`config.mk`:
```
export PLATFORM = sky130hd
export DESIGN_NAME = fm_port_frontend
export DESIGN_NICKNAME = d
export VERILOG_FILES = /design/src/rtl/fm_fe_pkg.sv /design/src/rtl/fm_fe_ctrl.sv /design/src/rtl/fm_fe_index.sv /design/src/rtl/fm_fe_route.sv /design/src/rtl/fm_port_frontend.sv
export SDC_FILE = /design/constraint.sdc
export NUM_CORES = 1
export LEC_CHECK = 0
export BUFFER_PORTS_ARGS = -buffer_cell sky130_fd_sc_hd__buf_2
export CAP_MARGIN = 20
export CORE_ASPECT_RATIO = 0.5
export CORE_MARGIN = 8
export CORE_UTILIZATION = 55
export DETAILED_ROUTE_END_ITERATION = 8
export GPL_ROUTABILITY_DRIVEN = 0
export PLACE_DENSITY = 0.88
export SLEW_MARGIN = 40
export SYNTH_ARGS = -nofsm -noshare
export SYNTH_HDL_FRONTEND = slang
export SYNTH_SLANG_ARGS = --single-unit
```
`constraint.sdc`:
```
create_clock -name clk -period 2.2 [get_ports clk]
set_input_delay 0.22 -clock clk [delete_from_list [all_inputs] [get_ports clk]]
set_output_delay 0.22 -clock clk [all_outputs]
set_load 0.02 [all_outputs]
```
`src/rtl/fm_fe_pkg.sv`:
```
package fm_fe_pkg;
  localparam int IDX_W = 8;
  localparam int ADR_W = IDX_W + 1;
  localparam int OFS_W = 4;

  localparam logic [ADR_W-1:0] PAIR_INIT_ADR = 9'h105;
  localparam logic [IDX_W-1:0] PAIR_INIT_VAL = 8'h01;
  localparam logic [OFS_W-1:0] CTL_ADR_OFS   = 4'h2;
  localparam logic [OFS_W-1:0] CTL_DAT_OFS   = 4'h3;
  localparam logic [IDX_W-1:0] CTL_OPEN      = 8'hFF;
  localparam logic [IDX_W-1:0] CTL_CLOSE     = 8'hFE;
  localparam logic [IDX_W-1:0] VOL_L_IDX     = 8'h09;
  localparam logic [IDX_W-1:0] VOL_R_IDX     = 8'h0A;

  typedef enum logic [1:0] {
    FM_SINGLE   = 2'd0,
    FM_WIDE     = 2'd1,
    FM_PAIR     = 2'd2,
    FM_WIDE_CTL = 2'd3
  } fm_mode_e;

  typedef enum logic [1:0] {
    SLOT_IDLE  = 2'd0,
    SLOT_CHIP  = 2'd1,
    SLOT_TIMER = 2'd2
  } slot_kind_e;

  typedef struct packed {
    slot_kind_e       kind;
    logic             side;
    logic [ADR_W-1:0] addr;
    logic [IDX_W-1:0] val;
  } slot_t;

  localparam slot_t SLOT_NONE = '{kind: SLOT_IDLE, side: 1'b0, addr: '0, val: '0};

  function automatic logic is_timer_idx(input logic [ADR_W-1:0] a);
    return (a >= 9'h002) && (a <= 9'h004);
  endfunction

  // Wide or single chip: forward unchanged unless it is a timer register.
  function automatic slot_t plain_slot(input logic [ADR_W-1:0] a, input logic [IDX_W-1:0] v);
    slot_t s;
    s.kind = is_timer_idx(a) ? SLOT_TIMER : SLOT_CHIP;
    s.side = 1'b0;
    s.addr = a;
    s.val  = v;
    return s;
  endfunction

  // Paired chips: drop mode register, narrow waveform values, force pan bits.
  function automatic slot_t pair_slot(input logic side, input logic [IDX_W-1:0] r,
                                      input logic [IDX_W-1:0] v);
    slot_t s;
    s.kind = SLOT_CHIP;
    s.side = side;
    s.addr = {side, r};
    s.val  = v;
    if (r == 8'h05) begin
      s.kind = SLOT_IDLE;
    end else if (r >= 8'hE0) begin
      s.val = {6'b0, v[1:0]};
    end else if (is_timer_idx({1'b0, r})) begin
      s.kind = SLOT_TIMER;
    end else if (r >= 8'hC0 && r <= 8'hC8) begin
      s.val = {(side ? 4'hA : 4'h5), v[3:0]};
    end
    return s;
  endfunction

  function automatic logic [IDX_W-1:0] ctl_read(input logic [IDX_W-1:0] idx,
                                                input logic [IDX_W-1:0] vl,
                                                input logic [IDX_W-1:0] vr);
    case (idx)
      8'h00:     return 8'h70;
      VOL_L_IDX: return vl;
      VOL_R_IDX: return vr;
      8'h15:     return 8'h71;
      default:   return 8'hFF;
    endcase
  endfunction

  function automatic logic [IDX_W-1:0] host_read(input fm_mode_e m,
                                                 input logic [OFS_W-1:0] ofs,
                                                 input logic ctl_on,
                                                 input logic [IDX_W-1:0] ctl_val,
                                                 input logic [IDX_W-1:0] s0,
                                                 input logic [IDX_W-1:0] s1);
    if (m == FM_WIDE_CTL && ctl_on && ofs == CTL_ADR_OFS) return 8'h00;
    if (m == FM_WIDE_CTL && ctl_on && ofs == CTL_DAT_OFS) return ctl_val;
    case (m)
      FM_SINGLE: return (ofs[1:0] == 2'b00) ? (s0 | 8'h06) : 8'hFF;
      FM_PAIR:   return ofs[0] ? 8'hFF : ((ofs[1] ? s1 : s0) | 8'h06);
      default:   return (ofs[1:0] == 2'b00) ? s0 : 8'hFF;
    endcase
  endfunction
endpackage

```
`src/rtl/fm_fe_ctrl.sv`:
```
module fm_fe_ctrl
  import fm_fe_pkg::*;
(
  input  logic             clk,
  input  logic             rst_n,
  input  logic             enable,
  input  logic             wr,
  input  logic [OFS_W-1:0] ofs,
  input  logic [IDX_W-1:0] wdata,
  output logic             active,
  output logic             claim,
  output logic [IDX_W-1:0] vol_l,
  output logic [IDX_W-1:0] vol_r,
  output logic [IDX_W-1:0] rd_val
);
  logic [IDX_W-1:0] idx_q;
  logic at_idx, at_dat, is_open, is_close;

  assign at_idx   = (ofs == CTL_ADR_OFS);
  assign at_dat   = (ofs == CTL_DAT_OFS);
  assign is_open  = (wdata == CTL_OPEN);
  assign is_close = (wdata == CTL_CLOSE);
  assign claim    = enable && wr &&
                    ((at_idx && (is_open || is_close || active)) || (at_dat && active));

  always_ff @(posedge clk) begin
    if (!rst_n) begin
      active <= 1'b0;
      idx_q  <= '0;
      vol_l  <= 8'hFF;
      vol_r  <= 8'hFF;
    end else if (claim) begin
      if (at_idx) begin
        if (is_open)       active <= 1'b1;
        else if (is_close) active <= 1'b0;
        else               idx_q  <= wdata;
      end else begin
        if (idx_q == VOL_L_IDX)      vol_l <= wdata;
        else if (idx_q == VOL_R_IDX) vol_r <= wdata;
      end
    end
  end

  assign rd_val = ctl_read(idx_q, vol_l, vol_r);
endmodule

```
`src/rtl/fm_fe_index.sv`:
```
module fm_fe_index
  import fm_fe_pkg::*;
(
  input  logic             clk,
  input  logic             rst_n,
  input  fm_mode_e         mode,
  input  logic             addr_ev,
  input  logic             bank_bit,
  input  logic             both_bit,
  input  logic [IDX_W-1:0] wdata,
  output logic [ADR_W-1:0] norm_idx,
  output logic [IDX_W-1:0] side_idx [2]
);
  always_ff @(posedge clk) begin
    if (!rst_n) begin
      norm_idx    <= '0;
      side_idx[0] <= '0;
      side_idx[1] <= '0;
    end else if (addr_ev) begin
      case (mode)
        FM_SINGLE: norm_idx <= {1'b0, wdata};
        FM_PAIR: begin
          if (both_bit || !bank_bit) side_idx[0] <= wdata;
          if (both_bit ||  bank_bit) side_idx[1] <= wdata;
        end
        default:   norm_idx <= {bank_bit, wdata};
      endcase
    end
  end
endmodule

```
`src/rtl/fm_fe_route.sv`:
```
module fm_fe_route
  import fm_fe_pkg::*;
(
  input  logic             clk,
  input  logic             rst_n,
  input  fm_mode_e         mode,
  input  logic             init_fire,
  input  logic             data_ev,
  input  logic             bank_bit,
  input  logic             both_bit,
  input  logic [IDX_W-1:0] wdata,
  input  logic [ADR_W-1:0] norm_idx,
  input  logic [IDX_W-1:0] side_idx [2],
  output logic             bcast_ev,
  output logic             dn_valid,
  output logic [ADR_W-1:0] dn_addr,
  output logic [IDX_W-1:0] dn_data,
  output logic             tm_valid,
  output logic             tm_side,
  output logic [IDX_W-1:0] tm_reg,
  output logic [IDX_W-1:0] tm_data
);
  slot_t slot_q, pend_q, first_s, second_s, slot_d, pend_d;
  logic  pick;

  assign bcast_ev = data_ev && (mode == FM_PAIR) && both_bit;
  assign pick     = both_bit ? 1'b0 : bank_bit;

  always_comb begin
    if (mode == FM_PAIR) begin
      first_s  = pair_slot(pick, side_idx[pick], wdata);
      second_s = both_bit ? pair_slot(1'b1, side_idx[1], wdata) : SLOT_NONE;
    end else begin
      first_s  = plain_slot(norm_idx, wdata);
      second_s = SLOT_NONE;
    end
  end

  always_comb begin
    slot_d = SLOT_NONE;
    pend_d = SLOT_NONE;
    if (init_fire) begin
      slot_d = '{kind: SLOT_CHIP, side: 1'b1, addr: PAIR_INIT_ADR, val: PAIR_INIT_VAL};
    end else if (pend_q.kind != SLOT_IDLE) begin
      slot_d = pend_q;
    end else if (data_ev) begin
      slot_d = first_s;
      pend_d = second_s;
    end
  end

  always_ff @(posedge clk) begin
    if (!rst_n) begin
      slot_q <= SLOT_NONE;
      pend_q <= SLOT_NONE;
    end else begin
      slot_q <= slot_d;
      pend_q <= pend_d;
    end
  end

  assign dn_valid = (slot_q.kind == SLOT_CHIP);
  assign dn_addr  = slot_q.addr;
  assign dn_data  = slot_q.val;
  assign tm_valid = (slot_q.kind == SLOT_TIMER);
  assign tm_side  = slot_q.side;
  assign tm_reg   = slot_q.addr[IDX_W-1:0];
  assign tm_data  = slot_q.val;
endmodule

```
`src/rtl/fm_port_frontend.sv`:
```
module fm_port_frontend
  import fm_fe_pkg::*;
(
  input  logic             clk,
  input  logic             rst_n,
  input  logic [1:0]       mode_sel,
  input  logic             host_wr,
  input  logic [OFS_W-1:0] host_ofs,
  input  logic [IDX_W-1:0] host_wdata,
  output logic [IDX_W-1:0] host_rdata,
  input  logic [IDX_W-1:0] tmr_stat0,
  input  logic [IDX_W-1:0] tmr_stat1,
  output logic             dn_wr_valid,
  output logic [ADR_W-1:0] dn_wr_addr,
  output logic [IDX_W-1:0] dn_wr_data,
  output logic             tmr_wr_valid,
  output logic             tmr_wr_side,
  output logic [IDX_W-1:0] tmr_wr_reg,
  output logic [IDX_W-1:0] tmr_wr_data,
  output logic [IDX_W-1:0] vol_left,
  output logic [IDX_W-1:0] vol_right
);
  fm_mode_e         mode;
  logic             init_pend, init_fire, host_go;
  logic             ctrl_active, ctrl_claim, addr_ev, data_ev, bcast_ev;
  logic [IDX_W-1:0] ctrl_rd;
  logic [ADR_W-1:0] norm_idx;
  logic [IDX_W-1:0] side_idx [2];

  assign mode = fm_mode_e'(mode_sel);

  // Named events for the checker.
  always_ff @(posedge clk) begin
    if (!rst_n) init_pend <= 1'b1;
    else        init_pend <= 1'b0;
  end
  assign init_fire = init_pend && (mode == FM_PAIR);
  assign host_go   = host_wr && !init_pend;
  assign addr_ev   = host_go && !host_ofs[0] && !ctrl_claim;
  assign data_ev   = host_go &&  host_ofs[0] && !ctrl_claim;

  fm_fe_ctrl u_ctrl (
    .clk    (clk),
    .rst_n  (rst_n),
    .enable (mode == FM_WIDE_CTL),
    .wr     (host_go),
    .ofs    (host_ofs),
    .wdata  (host_wdata),
    .active (ctrl_active),
    .claim  (ctrl_claim),
    .vol_l  (vol_left),
    .vol_r  (vol_right),
    .rd_val (ctrl_rd)
  );

  fm_fe_index u_index (
    .clk      (clk),
    .rst_n    (rst_n),
    .mode     (mode),
    .addr_ev  (addr_ev),
    .bank_bit (host_ofs[1]),
    .both_bit (host_ofs[3]),
    .wdata    (host_wdata),
    .norm_idx (norm_idx),
    .side_idx (side_idx)
  );

  fm_fe_route u_route (
    .clk       (clk),
    .rst_n     (rst_n),
    .mode      (mode),
    .init_fire (init_fire),
    .data_ev   (data_ev),
    .bank_bit  (host_ofs[1]),
    .both_bit  (host_ofs[3]),
    .wdata     (host_wdata),
    .norm_idx  (norm_idx),
    .side_idx  (side_idx),
    .bcast_ev  (bcast_ev),
    .dn_valid  (dn_wr_valid),
    .dn_addr   (dn_wr_addr),
    .dn_data   (dn_wr_data),
    .tm_valid  (tmr_wr_valid),
    .tm_side   (tmr_wr_side),
    .tm_reg    (tmr_wr_reg),
    .tm_data   (tmr_wr_data)
  );

  assign host_rdata = host_read(mode, host_ofs, ctrl_active, ctrl_rd, tmr_stat0, tmr_stat1);
endmodule

```
==> flow_metrics.py, run 1 <==
metrics = {
    "run_status": {
        "status": "complete, but fails checks",
        "violations": "setup timing",
    },
    "route": {
        "initialDrtViolationCount": 405,
        "drc": 0,
        "first_pass_iters": 7,
        "vias": 4060,
        "ant_nets": 0,
        "wl_per_cell_um": 17.8,
        "routed_wl_um": 12300,
        "avgViaCountPerCell": 5.88,
    },
    "worst_setup_path": {
        "cp.required_ns": 1.98,
        "start_kind": "register",
        "cp-startpoint": "u_ctrl.idx_q[0]",
        "r2r_start": "init_pend",
        "endpoint_kind": "output pin",
        "cp.arrival_ns": 1.99,
        "setup.worst_path.class": "register to output pin",
        "critPathMaxFanout": 8,
    },
    "placement": {
        "hpwl_um": 8360,
        "port_buffers": 90,
        "pre_cts_ws_ns": 0.136,
        "place_area_mm2": 0.00475,
    },
    "grt": {
        "grt_first_pass_wirelength_um": 19200,
        "grt_max_degree": 38,
        "grt_pass1_vias": 3909,
        "grt_util_all_layers_pct": 21.1,
        "antenna_found_initial": 0,
        "overflow": 0,
    },
    "floorplan": {
        "num_rows": 23,
        "core-area_mm2": 0.00791,
        "start_util_pct": 56.2,
        "fp.dieW_um": 143,
        "die_y_um": 79.6,
        "pin_count": 93,
        "die-area_mm2": 0.0114,
    },
    "yosys": {
        "async_reset_ff_share_pct": 0,
        "synth_seq_cells": 90,
        "synth_top_area_cell": "dfxtp_1",
        "syn_nets": 554,
        "synth_edf_count": 0,
        "synthTopCellsByArea": "dfxtp_1 41%, mux2i_1 7.9%, nor2_1 6.8%, buf_4 5.7%, nand2_1 4.4%",
        "syn_inst": 521,
        "yosysWarnings": 0,
        "ys.flop_type": "dfxtp_1",
        "syn_area_per_cell_um2": 8.54,
        "yosysSeqAreaShare_pct": 40.5,
        "netlist.area_leader.share_pct": 40.5,
        "syn_area_mm2": 0.00445,
        "synth.distinct_cells": 61,
    },
    "sta": {
        "setup_violations": 2,
        "worstMarginPinSlew_ns": 0.571,
        "fmax_ghz": 0.452,
        "fin_ws_ns": -0.0140,
        "hold_ws_ns": 0.207,
        "slew_headroom_pct": 61.8,
        "finalCritPeriodShare_pct": 101,
        "slew_violations": 0,
        "skew_ns": 0.00513,
        "finalHoldViolCount": 0,
        "min_period_ns": 2.21,
        "rsz0062_at_grt": "yes",
    },
    "layout": {
        "drive_above_1_share_pct": 27.1,
        "antenna_cells": 0,
        "finalInstanceArea_mm2": 0.00517,
        "area_growth_pct": 16.2,
        "final_common_cell": "buf_2",
        "nets": 607,
        "layout_common_cells": "87 x buf_2, 86 x dfxtp_1, 81 x nor2_1",
    },
    "power_and_ir_drop": {
        "swShare_pct": 22.5,
        "internal-power_mw": 2.88,
        "p_sw_mw": 0.840,
        "power.density_mw_per_mm2": 720,
        "p_total_mw": 3.72,
        "leakagePower_nw": 2.21,
        "p_comb_share_pct": 7.6,
        "peakVddDrop_uv": 430,
        "power.clock.fraction_pct": 47.8,
        "power_frac_seq_pct": 44.5,
    },
    "clock_tree": {
        "cts.sinks": 90,
        "cts_buffer_depth": 2,
        "hold_buffers": 0,
        "clock_latency_ns": 0.34,
        "cts_made_buffers": 9,
        "cts_tree": "done",
        "clk_pin_slew_ns": 0.06,
        "cts_root_buffer": "clkbuf_16",
        "cts.htree.levels": 3,
    },
    "job": {
        "maxCapViolCount": 0,
    },
    "hold_path": {
        "min_path_type": "primary input to register",
        "hp-start": "mode_sel[0]",
    },
}
-- power groups by stage --
stage	registers [mW]	clock network (mW)	logic (mW)
final	1.66	1.78	0.284
after CTS	1.66	1.78	0.279
after floorplan	1.69	0	0.192
after global routing	1.66	1.85	0.303
after global placement	1.70	0	0.271
after detailed placement	1.70	0	0.274
-- final timing paths --
| kind | endpoint | slack, ns | cells after the start |
|---|---|---|---|
| max | host_rdata[4] | -0.01 | 5 |
| min | u_index.norm_idx[8] | 0.21 | 3 |
| max reg2reg | u_route.slot_q[18] | 0.29 | 6 |
| min reg2reg | u_route.dn_data[2] | 0.46 | 2 |
-- critical path, stage by stage, from the launching register on --
cell	delay [ns]
dfxtp_4	0.34
or4_1	0.51
a21o_1	0.20
a21oi_4	0.27
a31oi_1	0.14
buf_4	0.19
-- state kept, by name (all words and copies together), names as in the netlist --
signal	count
u_index.side_idx	16
u_route.tm_side	1
u_index.norm_idx	9
u_route.dn_data	8
u_ctrl.idx_q	8
u_route.dn_addr	9
u_route.slot_q	2
init_pend	1
u_route.pend_q	19
u_ctrl.active	1
u_ctrl.vol_r	8
u_ctrl.vol_l	8
-- synthesized netlist by cell type, drive strengths merged (2+ instances only) --
cell type and n:
nor2 83, and2 12, clkbuf 18, nand4 2, nor4bb 2, a32oi 2
dfxtp 90, o21ai 19, nor2b 3, o22ai 2, a31oi 11, a222oi 3
a221oi 2, and3 5, o31ai 3, o211ai 5, nor3b 5, a21oi 25
or3 2, nor3 9, mux2i 38, o21a 4, nand2 54, buf 46
nor4 4, nand2b 4, nand3b 2, inv 6, o211a 2, mux2 4
nand3 27, and2b 3, a22oi 14
-- what timing repair did --
| action | in CTS | in global routing |
|---|---|---|
| pin swaps | 4 | 3 |
| cloned | 0 | 1 |
| endpoints found under the setup margin | 8 | 8 |
| setup buffers | 1 | 0 |
| gates resized for setup | 7 | 10 |
-- stage by stage --
stage	instances	utilization [%]	TNS, ns
after floorplan	521	-	0
after global placement	673	60.0	0
after detailed placement	673	60.0	0
after CTS	690	64.9	-0.0260
after global routing	691	65.3	-0.470
final	691	65.3	-0.0174
-- logic make-up after synthesis --
family	share of synthesized area, %
AND/OR/NAND/NOR	25.9
AO/OA/AOI/OAI	13.7
flip-flops	40.5
buffers and inverters	9.31
multiplexers	10.4
XOR/XNOR	0.197
-- cell type report --
cell class / count / area, um2
Clock inverter: 6 / 114
Tap cell: 112 / 140
Fill cell: 602 / 2740
Clock buffer: 10 / 239
Inverter: 6 / 22.5
Sequential cell: 90 / 1810
Timing Repair Buffer: 106 / 586
Multi-Input combinational cell: 361 / 2260
-- routing by layer --
metal	track usage [%]	routed length [um]
met1	25.9	5120
met2	34.1	5490
met3	6.15	1330
met4	8.94	332
met5	0	0
(Power assumes the default switching activity.)
==> run 2: changes to the inputs <==
- REMOVE_ABC_BUFFERS: default -> 1
==> run 2 against run 1 <==
Critical path type unchanged. Critical endpoint unchanged. Register-to-register slack worse by 0.06 ns. Worst hold slack improved by 0.0097 ns. Maximum frequency decreased by 1.7%. Total power shrank 2.0%. Via count increased by 4.4%. Clock skew grew 0.0011 ns. The flow still finishes with violations (setup timing). Clock power fell by 4%. Highest routed layer unchanged. Utilization increased by 1.0 points. Flip-flop and latch count unchanged.
==> flow_metrics.py, run 2 (same netlist as run 1, synthesis figures left out) <==
metrics = {
    "route": {
        "ant_nets": 0,
        "drc": 0,
        "routed_wl_um": 13300,
        "initialDrtViolationCount": 506,
        "avgViaCountPerCell": 6.05,
        "first_pass_iters": 8,
        "wl_per_cell_um": 19.0,
        "vias": 4238,
    },
    "hold_path": {
        "hold_path_depth": 2,
        "min_path_type": "primary input to register",
        "whs_endpoint": "u_route.pend_q[6]",
        "hp-start": "host_wdata[6]",
    },
    "grt": {
        "grt_util_all_layers_pct": 22.3,
        "grt_first_pass_wirelength_um": 20400,
        "antenna_found_initial": 0,
        "overflow": 0,
        "grt_max_degree": 38,
        "grt_pass1_vias": 3908,
    },
    "worst_setup_path": {
        "critPathMaxFanout": 4,
        "cp-startpoint": "u_ctrl.idx_q[0]",
        "r2r_setup_slack_ns": 0.23,
        "timing.rr.end": "u_route.pend_q[4]",
        "cp.required_ns": 1.98,
        "endpoint_kind": "output pin",
        "cp.arrival_ns": 2.03,
        "rr_worst_depth": 6,
        "start_kind": "register",
        "setup.worst_path.class": "register to output pin",
        "r2r_start": "init_pend",
    },
    "placement": {
        "port_buffers": 90,
        "pre_cts_ws_ns": 0.211,
        "hpwl_um": 8730,
        "placed_cells": 676,
    },
    "job": {
        "maxCapViolCount": 0,
    },
    "clock_tree": {
        "cts_root_buffer": "clkbuf_16",
        "cts_buffer_depth": 2,
        "clock_latency_ns": 0.34,
        "cts.sinks": 90,
        "cts_tree": "done",
        "cts.htree.levels": 3,
        "clk_pin_slew_ns": 0.06,
        "cts_made_buffers": 9,
        "hold_buffers": 0,
    },
    "layout": {
        "top_register": "u_route.pend_q",
        "nets": 617,
        "stdcell_count": 701,
        "largest_reg_flops": 19,
        "reg.largest.list": "u_route.pend_q x19, u_index.side_idx x16",
        "utilization_pct": 66.3,
        "antenna_cells": 0,
        "layout_common_cells": "86 x dfxtp_1, 86 x buf_2, 81 x nor2_1",
        "area_growth_pct": 18.0,
        "fillers": 566,
        "drive_above_1_share_pct": 28.9,
    },
    "sta": {
        "worstMarginPinSlew_ns": 0.524,
        "skew_ns": 0.00623,
        "finalHoldViolCount": 0,
        "slew_headroom_pct": 64.9,
        "setup_violations": 7,
        "hold_ws_ns": 0.217,
        "finalCritPeriodShare_pct": 102,
        "fin_ws_ns": -0.0533,
        "rsz0062_at_grt": "yes",
        "fmax_ghz": 0.444,
        "slew_violations": 0,
        "min_period_ns": 2.25,
    },
    "power_and_ir_drop": {
        "leakagePower_nw": 2.27,
        "power.density_mw_per_mm2": 695,
        "p_total_mw": 3.65,
        "peakVddDrop_uv": 449,
    },
    "floorplan": {
        "fp.dieW_um": 143,
        "pin_count": 93,
        "start_util_pct": 56.2,
        "core-area_mm2": 0.00791,
        "die_y_um": 79.6,
        "num_rows": 23,
        "die-area_mm2": 0.0114,
    },
    "run_status": {
        "violations": "setup timing",
        "status": "complete, but fails checks",
    },
}
## run 2: changes by cell type in the layout (fill, tap and decap cells not counted), sizes merged
cell | before | now
buf | 106 | 116
clkinv | 1 | 3
bufinv | 3 | 2
clkinvlp | 2 | 0
clkbuf | 10 | 11
## run 2: worst max path at each step
stage	end	slack [ns]	depth (start not counted)
after CTS	host_rdata[4]	-0.03	6
after floorplan	host_rdata[0]	0.16	5
final	host_rdata[4]	-0.05	6
after detailed placement	u_route.dn_data[5]	0.21	7
after global routing	host_rdata[5]	-0.08	6
after global placement	u_route.dn_data[7]	0.26	7
## run 2: final cells by class
class / count / area (um2) / share of cell area (%)
Clock buffer: 11 / 253 / 4.81
Clock inverter: 5 / 86.3 / 1.64
Inverter: 6 / 22.5 / 0.429
Multi-Input combinational cell: 361 / 2270 / 43.2
Sequential cell: 90 / 1810 / 34.5
Tap cell: 112 / 140 / 2.67
Timing Repair Buffer: 116 / 667 / 12.7
## run 2: what timing repair did
action                     CTS  global route
gates cloned                 0             1
pin swaps                    2             3
setup buffers                2             6
resized for setup            7            15
setup endpoints to repair    8             8
## run 2: worst max-delay path: stages, from the launching register on
cell     delay, ns
dfxtp_4       0.35
or4_4         0.53
a21o_1        0.18
a21oi_2       0.20
buf_4         0.17
a31oi_1       0.08
buf_4         0.19
## run 2: report_power, final
group | switching, mW | internal (mW) | leakage, nW
Sequential | 0.0149 | 1.64 | 0.730
Clock | 0.635 | 1.06 | 0.166
Combinational | 0.193 | 0.100 | 1.37
## run 2: per-layer routing
layer / part of all wire, % / routed length, um / track usage (%)
met1: 39 / 5250 / 27.1
met2: 47 / 6300 / 37.2
met3: 11 / 1470 / 5.73
met4: 2.3 / 308 / 9.25
met5: 0 / 0 / 0
## run 2: stage by stage
stage / cell area [um2] / TNS [ns]
CTS: 5150 / -0.0799
detailed placement: 4770 / 0
finish: 5250 / -0.191
floorplan: 4060 / 0
global route: 5250 / -0.438
global placement: 4770 / 0
==> run 3: changes to the inputs <==
- CORE_ASPECT_RATIO: 0.5 -> default
- CORE_UTILIZATION: 55 -> 45
- GPL_TIMING_DRIVEN: default -> 0
- PLACE_DENSITY: 0.88 -> 0.76
==> run 3 against run 2 <==
The run still ends with setup timing left. Setup slack better by 0.028 ns. Critical path depth fell by 1. Total power shrank 16%. Sequential share of layout area is 1.1 points higher. Wire length decreased by 11%. Sequential power barely moved. Register-to-register slack better by 0.04 ns. Highest routed layer unchanged. Critical path type unchanged.
==> flow_metrics.py, run 3 (same netlist as run 1, synthesis figures left out) <==
metrics = {
    "worst_setup_path": {
        "cp.required_ns": 1.98,
        "rr_worst_depth": 6,
        "critPathMaxFanout": 8,
        "cp.arrival_ns": 2.01,
        "start_kind": "register",
        "endpoint_kind": "output pin",
        "setup.worst_path.class": "register to output pin",
    },
    "layout": {
        "area_growth_pct": 14.3,
        "finalInstanceArea_mm2": 0.00508,
        "top_register": "u_route.pend_q",
        "fillers": 867,
        "seq_area_mm2": 0.00181,
        "final_common_cell": "dfxtp_1",
        "stdcell_count": 709,
        "multiInputGateArea_mm2": 0.00230,
        "nets": 604,
        "antenna_cells": 0,
        "layout_common_cells": "86 x dfxtp_1, 85 x buf_2, 81 x nor2_1",
        "reg.largest.list": "u_route.pend_q x19, u_index.side_idx x16",
        "largest_reg_flops": 19,
        "drive_above_1_share_pct": 27.4,
    },
    "power_and_ir_drop": {
        "leakagePower_nw": 2.13,
        "power.density_mw_per_mm2": 604,
        "peakVddDrop_uv": 236,
    },
    "sta": {
        "skew_ns": 0.0134,
        "fin_ws_ns": -0.0251,
        "worstMarginPinSlew_ns": 0.766,
        "slew_violations": 0,
        "slew_headroom_pct": 48.9,
        "finalHoldViolCount": 0,
        "tns_ns": -0.0561,
        "rsz0062_at_grt": "yes",
        "finalCritPeriodShare_pct": 101,
        "setup_violations": 4,
        "fmax_ghz": 0.449,
        "min_period_ns": 2.23,
    },
    "floorplan": {
        "num_rows": 36,
        "fp.dieW_um": 115,
        "pin_count": 93,
        "die_y_um": 115,
        "die-area_mm2": 0.0133,
        "core-area_mm2": 0.00968,
        "start_util_pct": 45.9,
    },
    "grt": {
        "grt_first_pass_wirelength_um": 18500,
        "overflow": 0,
        "antenna_found_initial": 0,
        "grt_pass1_vias": 3659,
        "grt_util_all_layers_pct": 17.6,
        "grt_max_degree": 39,
    },
    "route": {
        "initialDrtViolationCount": 309,
        "avgViaCountPerCell": 5.60,
        "routed_wl_um": 11800,
        "wl_per_cell_um": 16.7,
        "vias": 3968,
        "drc": 0,
        "ant_nets": 0,
        "first_pass_iters": 8,
    },
    "hold_path": {
        "min_path_type": "primary input to register",
        "hold_path_depth": 2,
    },
    "placement": {
        "hpwl_um": 8300,
        "place_area_mm2": 0.00469,
        "port_buffers": 90,
        "placed_cells": 680,
    },
    "run_status": {
        "violations": "setup timing",
        "status": "complete, but fails checks",
    },
    "clock_tree": {
        "cts_made_buffers": 9,
        "cts_root_buffer": "clkbuf_8",
        "clk_pin_slew_ns": 0.09,
        "cts_buffer_depth": 2,
        "clock_latency_ns": 0.37,
        "cts.sinks": 90,
        "hold_buffers": 0,
        "cts.htree.levels": 3,
        "cts_tree": "done",
    },
    "job": {
        "maxCapViolCount": 0,
    },
}
## run 3: cell count changes in the layout (fill, tap and decap cells not counted), sizes merged
cell      previous run  this run
buf                116       103
inv                  6         7
clkinv               3         1
bufinv               2         1
clkbuf              11         9
clkinvlp             0         4
## run 3: power by group
group	total (mW)	switching, mW	internal, mW
Sequential	1.66	0.0138	1.64
Combinational	0.275	0.182	0.0933
Clock	1.14	0.609	0.530
## run 3: worst max-delay path: stages, from the launching register on
cell	delay [ns]
dfxtp_2	0.36
or4_1	0.50
a21o_1	0.20
a21oi_4	0.25
a31oi_1	0.13
buf_4	0.19
## run 3: path summary, 6_finish.rpt
kind	startpoint	to	slack [ns]
worst min-delay path	host_wdata[6]	u_route.pend_q[6]	0.19
worst max register to register	u_index.side_idx[5]	u_route.dn_data[7]	0.27
worst max-delay path	u_ctrl.idx_q[2]	host_rdata[5]	-0.03
worst min register to register	u_route.pend_q[10]	u_route.dn_addr[2]	0.46
## run 3: layout make-up
class                   count  share of cell area, %
clock buffers               9                   2.44
clock inverters             7                   1.53
inverters                   6                  0.443
multi-input cells         361                   45.2
flip-flops and latches     90                   35.6
well taps                 133                   3.27
repair buffers            103                   11.5
## run 3: timing repair
item	in CTS	in global routing
pin swaps	7	5
hold endpoints to repair	0	0
setup buffers	6	7
cloned	0	0
resized for setup	10	9
setup endpoints to repair	10	12
## run 3: through the flow
step | util, % | worst slack (ns) | hold slack [ns] | power, mW
after detailed placement | 48.5 | -0.191 | 0.442 | 1.96
after global routing | 52.5 | -0.119 | 0.179 | 3.18
after floorplan | - | 0.162 | 0.282 | 1.84
after global placement | 48.3 | -0.617 | 0.435 | 1.95
final | 52.5 | -0.0251 | 0.185 | 3.07
after CTS | 51.6 | -0.0391 | 0.177 | 3.07
## run 3: routing by layer
layer	GRT usage (%)	share of wire (%)
met3	3.96	7.8
met4	9.63	3.2
met1	20.3	38
met2	29.5	51
met5	0	0
